$ cat src/rtl/pcarry_alu.sv
module pcarry_alu #(
  parameter int DW = 64,
  parameter int PW = 8,
  parameter int MAJW = 4,
  parameter int MINW = 3,
  parameter int PSW = 2,
  parameter int RDW = 5,
  parameter logic [MAJW-1:0] MAJ_SEL = 4'b0010,
  parameter logic [MINW-1:0] MIN_ADD = 3'b110,
  parameter logic [MINW-1:0] MIN_SUB = 3'b111
) (
  input  logic            clk,
  input  logic            rst,
  input  logic            in_valid,
  input  logic [MAJW-1:0] in_major,
  input  logic [MINW-1:0] in_minor,
  input  logic [DW-1:0]   in_a,
  input  logic [DW-1:0]   in_b,
  input  logic [PW-1:0]   in_pred,
  input  logic [PSW-1:0]  in_psel,
  input  logic [RDW-1:0]  in_dst,
  output logic            out_valid,
  output logic            out_illegal,
  output logic [DW-1:0]   out_result,
  output logic [PW-1:0]   out_pred,
  output logic [PSW-1:0]  out_psel,
  output logic [RDW-1:0]  out_dst
);

  logic          is_add, is_sub, legal;
  logic [DW-1:0] b_eff;
  logic [DW:0]   sum;

  assign is_add = (in_major == MAJ_SEL) && (in_minor == MIN_ADD);
  assign is_sub = (in_major == MAJ_SEL) && (in_minor == MIN_SUB);
  assign legal  = is_add || is_sub;
  assign b_eff  = is_sub ? ~in_b : in_b;
  assign sum    = {1'b0, in_a} + {1'b0, b_eff} + {{DW{1'b0}}, in_pred[0]};

  always_ff @(posedge clk) begin
    if (rst) begin
      out_valid   <= 1'b0;
      out_illegal <= 1'b0;
      out_result  <= '0;
      out_pred    <= '0;
      out_psel    <= '0;
      out_dst     <= '0;
    end else begin
      out_valid   <= in_valid;
      out_illegal <= in_valid && !legal;
      if (in_valid) begin
        out_psel <= in_psel;
        out_dst  <= in_dst;
        if (legal) begin
          out_result <= sum[DW-1:0];
          out_pred   <= sum[DW] ? {PW{1'b1}} : {PW{1'b0}};
        end else begin
          out_result <= '0;
          out_pred   <= in_pred;
        end
      end
    end
  end

  a_r6_valid_rise: assert property (@(posedge clk) disable iff (rst)
    in_valid |=> out_valid);
  a_r6_valid_fall: assert property (@(posedge clk) disable iff (rst)
    !in_valid |=> !out_valid);
  a_r3_pred_byte: assert property (@(posedge clk) disable iff (rst)
    (out_valid && !out_illegal) |-> (out_pred == {PW{1'b1}} || out_pred == {PW{1'b0}}));
  a_r4_sub_exact: assert property (@(posedge clk) disable iff (rst)
    (in_valid && is_sub && in_pred[0]) |=> (out_result == $past(in_a) - $past(in_b)));
  a_r4_no_borrow: assert property (@(posedge clk) disable iff (rst)
    (in_valid && is_sub && in_pred[0]) |=> ((out_pred == {PW{1'b1}}) == ($past(in_a) >= $past(in_b))));
  a_r7_illegal_pass: assert property (@(posedge clk) disable iff (rst)
    (in_valid && !legal) |=> (out_illegal && out_pred == $past(in_pred) && out_result == '0));
  a_r9_hold: assert property (@(posedge clk) disable iff (rst)
    !in_valid |=> ($stable(out_result) && $stable(out_pred) && !out_illegal));
  a_r5_illegal_valid: assert property (@(posedge clk) disable iff (rst)
    out_illegal |-> out_valid);

endmodule

$ cat config.mk
export PLATFORM = sky130hd
export DESIGN_NAME = pcarry_alu
export DESIGN_NICKNAME = d
export VERILOG_FILES = /design/src/rtl/pcarry_alu.sv
export SDC_FILE = /design/constraint.sdc
export NUM_CORES = 1
export LEC_CHECK = 0
export ABC_AREA = 0
export CAP_MARGIN = 10
export CORE_ASPECT_RATIO = 1.2
export CORE_MARGIN = 2
export CORE_UTILIZATION = 43
export CTS_BUF_LIST = sky130_fd_sc_hd__clkbuf_8
export DETAILED_ROUTE_END_ITERATION = 7
export PLACE_DENSITY = 0.79
export SLEW_MARGIN = 5
export SYNTH_ARGS = -nofsm -noshare
export SYNTH_HDL_FRONTEND = slang
export SYNTH_SLANG_ARGS = --single-unit
$ cat constraint.sdc
create_clock -name clk -period 4 [get_ports clk]
set_clock_uncertainty 0.2 [all_clocks]
set_input_delay 0.4 -clock clk [delete_from_list [all_inputs] [get_ports clk]]
set_output_delay 0.4 -clock clk [all_outputs]
set_load 0.02 [all_outputs]
==> key figures, run 1 <==
Worst setup path
  – Worst setup path start: in_major[0]
  – Cell Chain, Critical Path: buf_6 -> nand4b_1 -> nor3_4 -> nand2_4 -> buf_12 -> buf_16 -> xnor2_1 -> ha_1 -> a21oi_2 -> buf_4 -> o211ai_1 -> a21oi_2 -> or4_4 -> a21oi_4 -> o22ai_4 -> nor4_4 -> o2111ai_2 -> a41o_4 -> a211oi_2
  – CP endpoint kind: flip-flop
  – Critical R2R Launch: out_pred[0]
  – CP max stage cell: or4_4
  – Critical path class: in -> reg
  – Required @ worst endpoint: 4.08 ns
  – Worst endpoint data arrival time: roughly 4.3 ns
  – Worst path most repeated cell: a21oi_2
  – Critical Path Source Type: input pin
  – Crit path largest cell delay: ~0.51 ns
  – Crit path max fanout: 8

Route
  – DRC errors left: 0
  – Post-route ant nets: 0
  – Routed len/inst: 17.3 um
  – Initial DRC count: between 500 and 600
  – Via density: between 5 and 6
  – Routed WL: around 27,000 um
  – Pre-Repair DR Iteration Count: 7
  – DR vias: around 8,500

CTS
  – CTS tree: yes
  – Skew-Pair Late Insertion Delay: approximately 0.38 ns
  – H-tree levels: 3
  – Hold buffers post-CTS: 0
  – CTS Buf Count: 9
  – CTS Sinks: about 80
  – Clk slew on worst S/H paths: approximately 0.09 ns
  – Max clock buf depth: 2
  – Clk root buf: clkbuf_8

Yosys
  – Synth top area share: 0.231
  – Leading area contributor after synthesis: dfxtp_1
  – Syn Nets: ~1,100
  – Syn_area_per_cell: just under 8 um2
  – Post-synthesis sequential area ratio: 0.231
  – Ys flop type: dfxtp_1
  – Synthesized instance count: around 900
  – Seq cells post-synth: 81
  – Async SR Flop Fraction: 0
  – Yosys Warn Count: 0
  – Most numerous cell in the Yosys netlist: nand2_1
  – Library cells used by synthesis: 63
  – Post-synth top cells: nand2_1, xnor2_1, a21oi_1, dfxtp_1, nor2_1
  – Mapped cell area: 7020 um2
  – Top cells by area, synth: dfxtp_1, xnor2_1, ha_1
  – Post-synth EDFFs: 0

STA
  – Fin crit share: 1.05
  – FMAX: 239 MHz
  – Final hold slack: around 0.25 ns
  – Final WS setup: -0.181 ns
  – Max_slew headroom: 0.288
  – Min Tclk post-route: roughly 4.2 ns
  – Unrepaired setup endpoints after global routing: yes
  – Setup_tns: -0.702 ns
  – Final Hold Vio Count: 0
  – Final Slew Violations: 0
  – Worst Max-Slew Pin Slew: approximately 1.1 ns
  – Number of setup violations in the final report: 9

Finish
  – Fin nets: approximately 1,600
  – Share of layout cells above drive strength 1: 0.264
  – Fillers: 1,139
  – FF/Latch Area: approximately 1600 um2
  – Diodes inserted: 0
  – Final core utilization: 0.756
  – Area of the multi-input gates: around 5500 um2
  – Area growth syn-to-layout: 73.3%

Die
  – Die W: about 120 um
  – Die area: between 15,000 and 20,000 um2
  – Row cnt: 51
  – Initial Utilization: 0.436
  – Ports: approximately 230
  – Die Span Y: between 100 and 150 um
  – Core area: 16,100 um2

Power and ir drop
  – Lkg Pwr: ~0.0052 uW
  – Worst VDD drop: about 0.17 mV
  – Post-layout power: 3020 uW
  – PwrDens: 248 nW/um2

Hold path
  – Min-Delay Path Class: reg -> reg
  – Hold Crit Start: out_result[61]

GRT
  – Largest net degree at the start of global routing: 41
  – Vias in the first global route: approximately 8,500
  – Initial antenna violation count: 0
  – GRT Resource Usage Total: 0.297
  – Global-route wire length before repair: a little over 40,000 um
  – Global route overflow: 0

Run
  – Max_cap viols: 0

Status
  – Failing checks: setup timing
  – Outcome: complete, but fails checks

Placed design
  – HPWL after detailed placement: between 15,000 and 20,000 um
  – Gpl congestion: 0.958
  – I/O Buffers: between 200 and 250
  – Pre-CTS WS: -0.754 ns
-- layer usage --
layer / wire (um) / track usage / vias to the layer above
met3: 1370 / 0.0389 / 80
met1: 10800 / 0.327 / 4019
li1: - / - / 4154
met2: 14000 / 0.556 / 296
met5: 0 / 0 / -
met4: 1100 / 0.148 / 0
-- registers in the layout (all words and copies together), names as in the netlist --
name,flops
out_dst,5
out_result,64
out_valid,1
out_pred,8
out_psel,2
out_illegal,1
-- per-stage QoR --
stage | std cells | cell area, um2
global route | 1577 | 12200
global placement | 1501 | 10900
floorplan | 913 | 7070
finish | 1577 | 12200
CTS | 1559 | 11900
detailed placement | 1501 | 10900
-- final cells by class --
cell class,instances,area share
clock buffer,10,0.0113
clock inverter,6,0.00926
inverter,23,0.00710
multi-input combinational,753,0.451
sequential,81,0.133
tap,212,0.0218
timing repair buffer,492,0.366
-- layout by cell type (no fill, tap or decap), types with 4 or more instances in the layout --
| cell type | n |
|---|---|
| xnor2_1 | 87 |
| clkdlybuf4s50_1 | 227 |
| a211oi_2 | 9 |
| nor4_2 | 4 |
| dfxtp_1 | 81 |
| ha_1 | 61 |
| buf_4 | 245 |
| o21ai_2 | 5 |
| nor3_1 | 8 |
| or3_1 | 5 |
| xnor2_2 | 5 |
| clkbuf_8 | 10 |
| a211oi_1 | 4 |
| nand4_1 | 19 |
| xor2_1 | 30 |
| mux2i_1 | 7 |
| inv_1 | 22 |
| o21ai_1 | 13 |
| o211ai_1 | 8 |
| nand2b_1 | 7 |
| a21oi_2 | 14 |
| o21ai_0 | 70 |
| nor2_1 | 76 |
| o21a_1 | 4 |
| a31oi_1 | 7 |
| o21bai_1 | 11 |
| buf_16 | 7 |
| a21oi_1 | 69 |
| a21o_1 | 28 |
| nand2_1 | 95 |
| a22oi_1 | 18 |
| nand3_1 | 11 |
| buf_6 | 6 |
-- path summary, 6_finish.rpt --
kind | to | slack, ns | cells past startpoint
max | out_pred[0] | -0.18 | 19
min | out_result[61] | 0.25 | 2
max reg2reg | out_pred[0] | 3.02 | 2
min reg2reg | out_result[61] | 0.25 | 2
-- where the power goes --
| group | total, uW | leakage, uW | internal, uW | switching, uW |
|---|---|---|---|---|
| sequential | 827 | 0.000656 | 819 | 7.86 |
| clock | 789 | 0.000127 | 436 | 353 |
| combinational | 1400 | 0.00438 | 736 | 665 |
| total | 3020 | 0.00517 | 1990 | 1030 |
-- critical path, delay by kind of cell --
family          cells  cell delay (ns)
simple gates        5             1.52
compound gates      8             1.28
buf+inv             4             0.53
fa+ha+maj           1             0.39
xor+xnor            1             0.13
-- cells by family after synthesis --
kind of cell,after synthesis,synth area share
AO/OA/AOI/OAI,298,0.272
XOR/XNOR,123,0.154
adder cells (fa/ha/maj),65,0.118
buffers and inverters,79,0.0464
flip-flops,81,0.231
multiplexers,7,0.00998
AND/OR/NAND/NOR,260,0.169
-- timing repair --
item / CTS / global route
gates cloned: 6 / 0
resized for setup: 57 / 46
buffers inserted: 36 / 18
pin swaps: 25 / 39
setup endpoints to repair: 44 / 46
Note: power is estimated with default switching activity, not from simulation.
==> run 2, diff against run 1 <==
REMOVE_ABC_BUFFERS = 1   (was unset)
==> run 2 against run 1 <==
  * The run now ends clean
  * Critical path type unchanged
  * Total power down 4.1%
  * First-iteration DRC count up 20%
  * Worst setup slack better by 0.26 ns
  * Non-clock buffer count increased by 2
  * Critical path depth down 1
  * Register-to-register slack better by 0.02 ns
  * Via count is 1.3% higher
  * Utilization is 0.15 points lower
  * Final area fell by 0.20%
  * Maximum frequency rose by 6.7%
  * Combinational power increased by 4%
==> key figures, run 2 (synthesis gave the netlist of run 1 again) <==
Status
  – Outcome: complete, no violations

Route
  – Routed WL: 27,300 um (-0.25%)
  – Initial DRC count: 602 (+20%)
  – Post-route ant nets: 0 (unchanged)
  – DR vias: 8,656 (+1.3%)
  – Routed len/inst: 17.3 um (-0.37%)
  – Pre-Repair DR Iteration Count: 5 (-2)
  – DRC errors left: 0 (unchanged)
  – Via density: 5.48 (+1.1%)

Hold path
  – Hold Crit Start: out_result[56]
  – Min-Delay Path Class: reg -> reg

Finish
  – Diodes inserted: 0 (unchanged)
  – Max FFs per register: 64 (unchanged)
  – Final core utilization: 0.755 (-0.00148)
  – Final cell count without fillers: 1,579 (+0.13%)
  – Most common cell after layout, fill and taps aside: buf_4
  – Fin nets: 1,580 (+0.13%)
  – FF/Latch Area: 1620 um2 (unchanged)
  – Fillers: 1,194 (+4.8%)
  – Area growth syn-to-layout: 72.9%
  – Share of layout cells above drive strength 1: 0.276 (+0.0113)
  – Area of the multi-input gates: 5540 um2 (+0.93%)
  – Most frequent cells in the layout: buf_4, clkdlybuf4s50_1, xnor2_1, nand2_1, dfxtp_1
  – Biggest regs: out_result (64), out_pred (8), out_dst (5)
  – Largest Register: out_result

Worst setup path
  – Worst path most repeated cell: o2111ai_2
  – CP max stage cell: ha_1
  – Crit path largest cell delay: 0.37 ns (-0.14 ns)
  – Cell Chain, Critical Path: clkdlybuf4s15_1 -> nand4b_1 -> nor3_4 -> nand2_4 -> buf_12 -> buf_16 -> xnor2_1 -> ha_1 -> a21oi_2 -> o21ai_4 -> a21o_1 -> a311oi_2 -> o2111ai_2 -> o22ai_4 -> nor4_4 -> o2111ai_2 -> a41o_4 -> a211oi_2
  – Bufs and invs on worst path: 3 (-1)
  – Largest delay contributor family on the critical path: compound AO/OA/AOI/OAI gates
  – Critical Path Source Type: input pin
  – Required @ worst endpoint: 4.06 ns (-0.02 ns)
  – Worst setup path start: in_major[0]
  – CP endpoint kind: flip-flop
  – Critical R2R Launch: out_result[3]
  – Worst endpoint data arrival time: 3.98 ns (-0.28 ns)
  – Crit path max fanout: 9 (+1)
  – Critical path class: in -> reg

Run
  – Max_cap viols: 0 (unchanged)

CTS
  – Clk slew on worst S/H paths: 0.10 ns (about the same)
  – CTS Sinks: 81 (unchanged)
  – Skew-Pair Late Insertion Delay: 0.38 ns (about the same)
  – Hold buffers post-CTS: 0 (unchanged)
  – Max clock buf depth: 2 (unchanged)
  – Clk root buf: clkbuf_8
  – CTS Buf Count: 9 (unchanged)
  – CTS tree: yes
  – H-tree levels: 3 (unchanged)

GRT
  – Global-route wire length before repair: 41,400 um (+0.92%)
  – Global route overflow: 0 (unchanged)
  – Largest net degree at the start of global routing: 41 (unchanged)
  – GRT Resource Usage Total: 0.298 (+0.000834)
  – Initial antenna violation count: 0 (unchanged)
  – Vias in the first global route: 8,608 (+0.88%)

STA
  – Unrepaired setup endpoints after global routing: yes
  – Final Hold Vio Count: 0 (unchanged)
  – FMAX: 255 MHz (+6.7%)
  – Number of setup violations in the final report: 0 (-9)
  – Setup_tns: 0 ns (+0.702 ns)
  – Fin crit share: 0.979 (-0.0659)
  – Max_slew headroom: 0.254 (-0.0338)
  – Worst Max-Slew Pin Slew: 1.12 ns (+0.0506 ns)
  – Min Tclk post-route: 3.92 ns (-0.264 ns)
  – Final hold slack: 0.254 ns (+0.00151 ns)
  – Final Slew Violations: 0 (unchanged)

Placed design
  – Gpl congestion: 0.951 (-0.77%)
  – HPWL after detailed placement: 19,900 um (+2.1%)
  – I/O Buffers: 233 (unchanged)
  – Dpl cells: 1,528 (+1.8%)

Power and ir drop
  – PwrDens: 238 nW/um2 (-4.0%)
  – Lkg Pwr: 0.00514 uW (-0.55%)
  – Worst VDD drop: 0.133 mV (-19%)
  – Post-layout power: 2890 uW (-4.1%)

Die
  – Die Span Y: 144 um (unchanged)
  – Die W: 121 um (unchanged)
  – Row cnt: 51 (unchanged)
  – Die area: 17,400 um2 (unchanged)
  – Ports: 234 (unchanged)
  – Core area: 16,100 um2 (unchanged)
  – Initial Utilization: 0.436 (unchanged)
run 2: cell count changes in the layout (fill, tap and decap cells not counted), sizes merged:
cell / before / now
clkdlybuf4s15: 0 / 2
dlygate4sd2: 1 / 3
bufinv: 3 / 0
buf: 260 / 259
clkbuf: 13 / 11
inv: 25 / 26
bufbuf: 0 / 1
clkinv: 1 / 3
run 2: final timing paths:
check              endpoint  slack, ns  cells past startpoint
max             out_pred[4]       0.08                     18
min          out_result[56]       0.25                      2
max reg2reg   out_result[3]       3.04                      3
min reg2reg  out_result[56]       0.25                      2
run 2: worst register-to-register path, stage by stage (launching register included):
cell	delay, ns
dfxtp_1	0.32
nor2b_1	0.12
a21oi_1	0.13
nor2_1	0.05
run 2: repair_timing:
action / 4_1_cts / 5_1_grt
setup buffers: 19 / 12
cloned: 3 / 1
gates resized for setup: 67 / 58
setup endpoints to repair: 36 / 42
pin swaps: 45 / 35
run 2: where the power goes:
part / total, uW / leakage, uW / switching, uW / internal [uW]
clock: 619 / 0.0000976 / 368 / 251
combinational: 1450 / 0.00439 / 682 / 764
sequential: 827 / 0.000656 / 7.32 / 819
total: 2890 / 0.00514 / 1060 / 1830
run 2: layout make-up:
class                   count  area share
inverters                  23     0.00711
clock inverters             6     0.00402
multi-input cells         753       0.456
repair buffers            494       0.366
clock buffers              10      0.0113
flip-flops and latches     81       0.134
well taps                 212      0.0219
run 2: metal layers:
metal	vias up	global-route usage	wire [um]	part of all wire
li1	4169	-	-	-
met1	4071	0.347	10800	0.40
met2	330	0.543	13800	0.51
met3	86	0.0333	1330	0.049
met4	0	0.139	1250	0.046
met5	-	0	0	0
run 2: stage by stage:
stage / setup WS (ns) / cell area [um2]
after global routing: -0.0877 / 12100
after global placement: -0.572 / 11100
after detailed placement: -0.688 / 11100
after floorplan: -2.86 / 6780
after CTS: 0.0208 / 11800
final: 0.0824 / 12100
==> run 3, diff against run 2 <==
CELL_PAD_IN_SITES_DETAIL_PLACEMENT = 1   (was unset)
CELL_PAD_IN_SITES_GLOBAL_PLACEMENT = 1   (was unset)
CORE_UTILIZATION = 31   (was 43)
PLACE_DENSITY = unset   (was 0.79)
PLACE_DENSITY_LB_ADDON = 0.1   (was unset)
==> run 3 against run 2 <==
  * Register-to-register slack about the same
  * Highest routed layer unchanged
  * Critical path type unchanged
  * Non-clock buffer count increased by 10
  * Critical path depth increased by 3
==> key figures, run 3 (synthesis gave the netlist of run 1 again) <==
Placed design
  – Dpl cells: 1,595 (+4.4%)
  – Placed Area: 11,200 um2 (+0.64%)
  – Gpl congestion: 0.866 (-8.9%)
  – I/O Buffers: 233 (unchanged)
  – HPWL after detailed placement: 22,700 um (+14%)

Finish
  – Fin nets: 1,590 (+0.63%)
  – Fillers: 2,757 (+130%)
  – Biggest regs: out_result (64), out_pred (8), out_dst (5)
  – Final instance area: 12,100 um2 (about the same)
  – Most common cell after layout, fill and taps aside: buf_4
  – Diodes inserted: 0 (unchanged)
  – Share of layout cells above drive strength 1: 0.267 (-0.00854)
  – Largest Register: out_result
  – Area growth syn-to-layout: 72.9% (about the same)
  – Final cell count without fillers: 1,656 (+4.9%)
  – Max FFs per register: 64 (unchanged)
  – Most frequent cells in the layout: buf_4, clkdlybuf4s50_1, nand2_1, xnor2_1, dfxtp_1

GRT
  – Vias in the first global route: 8,934 (+3.8%)
  – Global-route wire length before repair: 45,400 um (+9.5%)
  – GRT Resource Usage Total: 0.237 (-0.0614)
  – Initial antenna violation count: 0 (unchanged)
  – Largest net degree at the start of global routing: 33 (-20%)
  – Global route overflow: 0 (unchanged)

CTS
  – CTS Buf Count: 9 (unchanged)
  – CTS tree: yes
  – Max clock buf depth: 2 (unchanged)
  – Clk root buf: clkbuf_8
  – Clk slew on worst S/H paths: 0.10 ns (about the same)
  – H-tree levels: 3 (unchanged)
  – Skew-Pair Late Insertion Delay: 0.37 ns (about the same)
  – CTS Sinks: 81 (unchanged)

Route
  – DRC errors left: 0 (unchanged)
  – DR vias: 8,441 (-2.5%)
  – Routed WL: 29,400 um (+7.8%)
  – Via density: 5.10 (-7.0%)
  – Initial DRC count: 272 (-55%)
  – Pre-Repair DR Iteration Count: 5 (unchanged)
  – Post-route ant nets: 0 (unchanged)
  – Routed len/inst: 17.7 um (+2.7%)

Die
  – Die W: 141 um (+17%)
  – Row cnt: 60 (+18%)
  – Initial Utilization: 0.315 (-0.122)
  – Ports: 234 (unchanged)
  – Die Span Y: 169 um (+17%)
  – Die area: 23,900 um2 (+37%)
  – Core area: 22,300 um2 (+39%)

Worst setup path
  – CP endpoint kind: flip-flop
  – Critical Path Source Type: input pin
  – Required @ worst endpoint: 4.07 ns (about the same)
  – Critical path class: in -> reg
  – Crit path max fanout: 8 (-1)
  – Reg2Reg Depth: 3 (unchanged)
  – Worst endpoint data arrival time: 3.97 ns (about the same)

Hold path
  – Min-Delay Path Class: reg -> reg
  – Hold Path Depth: 2 (unchanged)

Power and ir drop
  – Lkg Pwr: 0.00512 uW (-0.40%)
  – Worst VDD drop: 0.125 mV (-5.8%)
  – PwrDens: 244 nW/um2 (+2.5%)

STA
  – Fin crit share: 0.974 (-0.00508)
  – Min Tclk post-route: 3.90 ns (-0.0203 ns)
  – Setup_tns: 0 ns (unchanged)
  – Final hold slack: 0.252 ns (-0.00135 ns)
  – Final Slew Violations: 0 (unchanged)
  – Max_slew headroom: 0.647 (+0.393)
  – FMAX: 257 MHz (+0.52%)
  – Number of setup violations in the final report: 0 (unchanged)
  – Worst Max-Slew Pin Slew: 0.523 ns (-0.593 ns)
  – Final Hold Vio Count: 0 (unchanged)

Run
  – Max_cap viols: 0 (unchanged)

Status
  – Outcome: complete, no violations
## run 3: cell count changes in the layout (fill, tap and decap cells not counted), moves of 4 or more
cell and change:
o21ai_1 -8, nand2_2 -5, buf_4 +8, buf_6 +4
a21oi_1 +5, a21oi_2 -4, o21ai_0 +6, nand2_1 +6
## run 3: layer usage
layer / vias up / global-route usage / routed length (um)
li1: 4173 / - / -
met4: 0 / 0.0557 / 488
met2: 189 / 0.439 / 15100
met1: 4047 / 0.290 / 12800
met3: 32 / 0.0277 / 981
met5: - / 0 / 0
## run 3: cell type report
| cell class | count | area [um2] | share of cell area |
|---|---|---|---|
| repair buffers | 504 | 4460 | 0.368 |
| clock inverters | 7 | 83.8 | 0.00691 |
| well taps | 279 | 349 | 0.0288 |
| clock buffers | 9 | 124 | 0.0102 |
| inverters | 23 | 86.3 | 0.00711 |
| multi-input cells | 753 | 5410 | 0.446 |
| flip-flops and latches | 81 | 1620 | 0.134 |
## run 3: path summary, 6_finish.rpt
kind	from	to	slack (ns)
max	in_minor[2]	out_result[51]	0.10
min	out_result[55]	out_result[55]	0.25
max reg2reg	out_result[3]	out_result[3]	3.03
min reg2reg	out_result[55]	out_result[55]	0.25
## run 3: per-stage QoR
stage	utilization	power (uW)	worst slack, ns
global placement	0.502	2130	-0.691
finish	0.544	2960	0.103
global route	0.544	3140	-0.0672
CTS	0.528	2910	0.0125
floorplan	-	1460	-2.86
detailed placement	0.502	2150	-0.845
## run 3: timing repair
| item | 4_1_cts | 5_1_grt |
|---|---|---|
| resized for setup | 55 | 47 |
| pin swaps | 34 | 39 |
| endpoints found under the setup margin | 43 | 43 |
| setup buffers | 18 | 27 |
| cloned | 2 | 0 |
| hold buffers | 0 | 0 |
## run 3: worst max-delay path, cell delays in order
cell	delay (ns)
clkdlybuf4s15_1	0.17
nand4b_1	0.17
nor3_4	0.21
nand2_4	0.12
buf_6	0.14
buf_12	0.14
xnor2_1	0.13
ha_1	0.33
buf_4	0.14
nand2_1	0.10
o21ai_1	0.27
buf_4	0.16
nor2_1	0.04
nand2_1	0.07
a21oi_2	0.05
buf_4	0.16
o31ai_4	0.27
or3b_4	0.44
o21ai_2	0.14
xor2_1	0.09
a22o_1	0.19
## run 3: power by group
group	total [uW]	internal, uW	leakage [uW]	switching, uW
Clock	699	303	0.000108	396
Sequential	826	819	0.000656	6.84
Combinational	1440	767	0.00436	673
Total	2960	1890	0.00512	1080
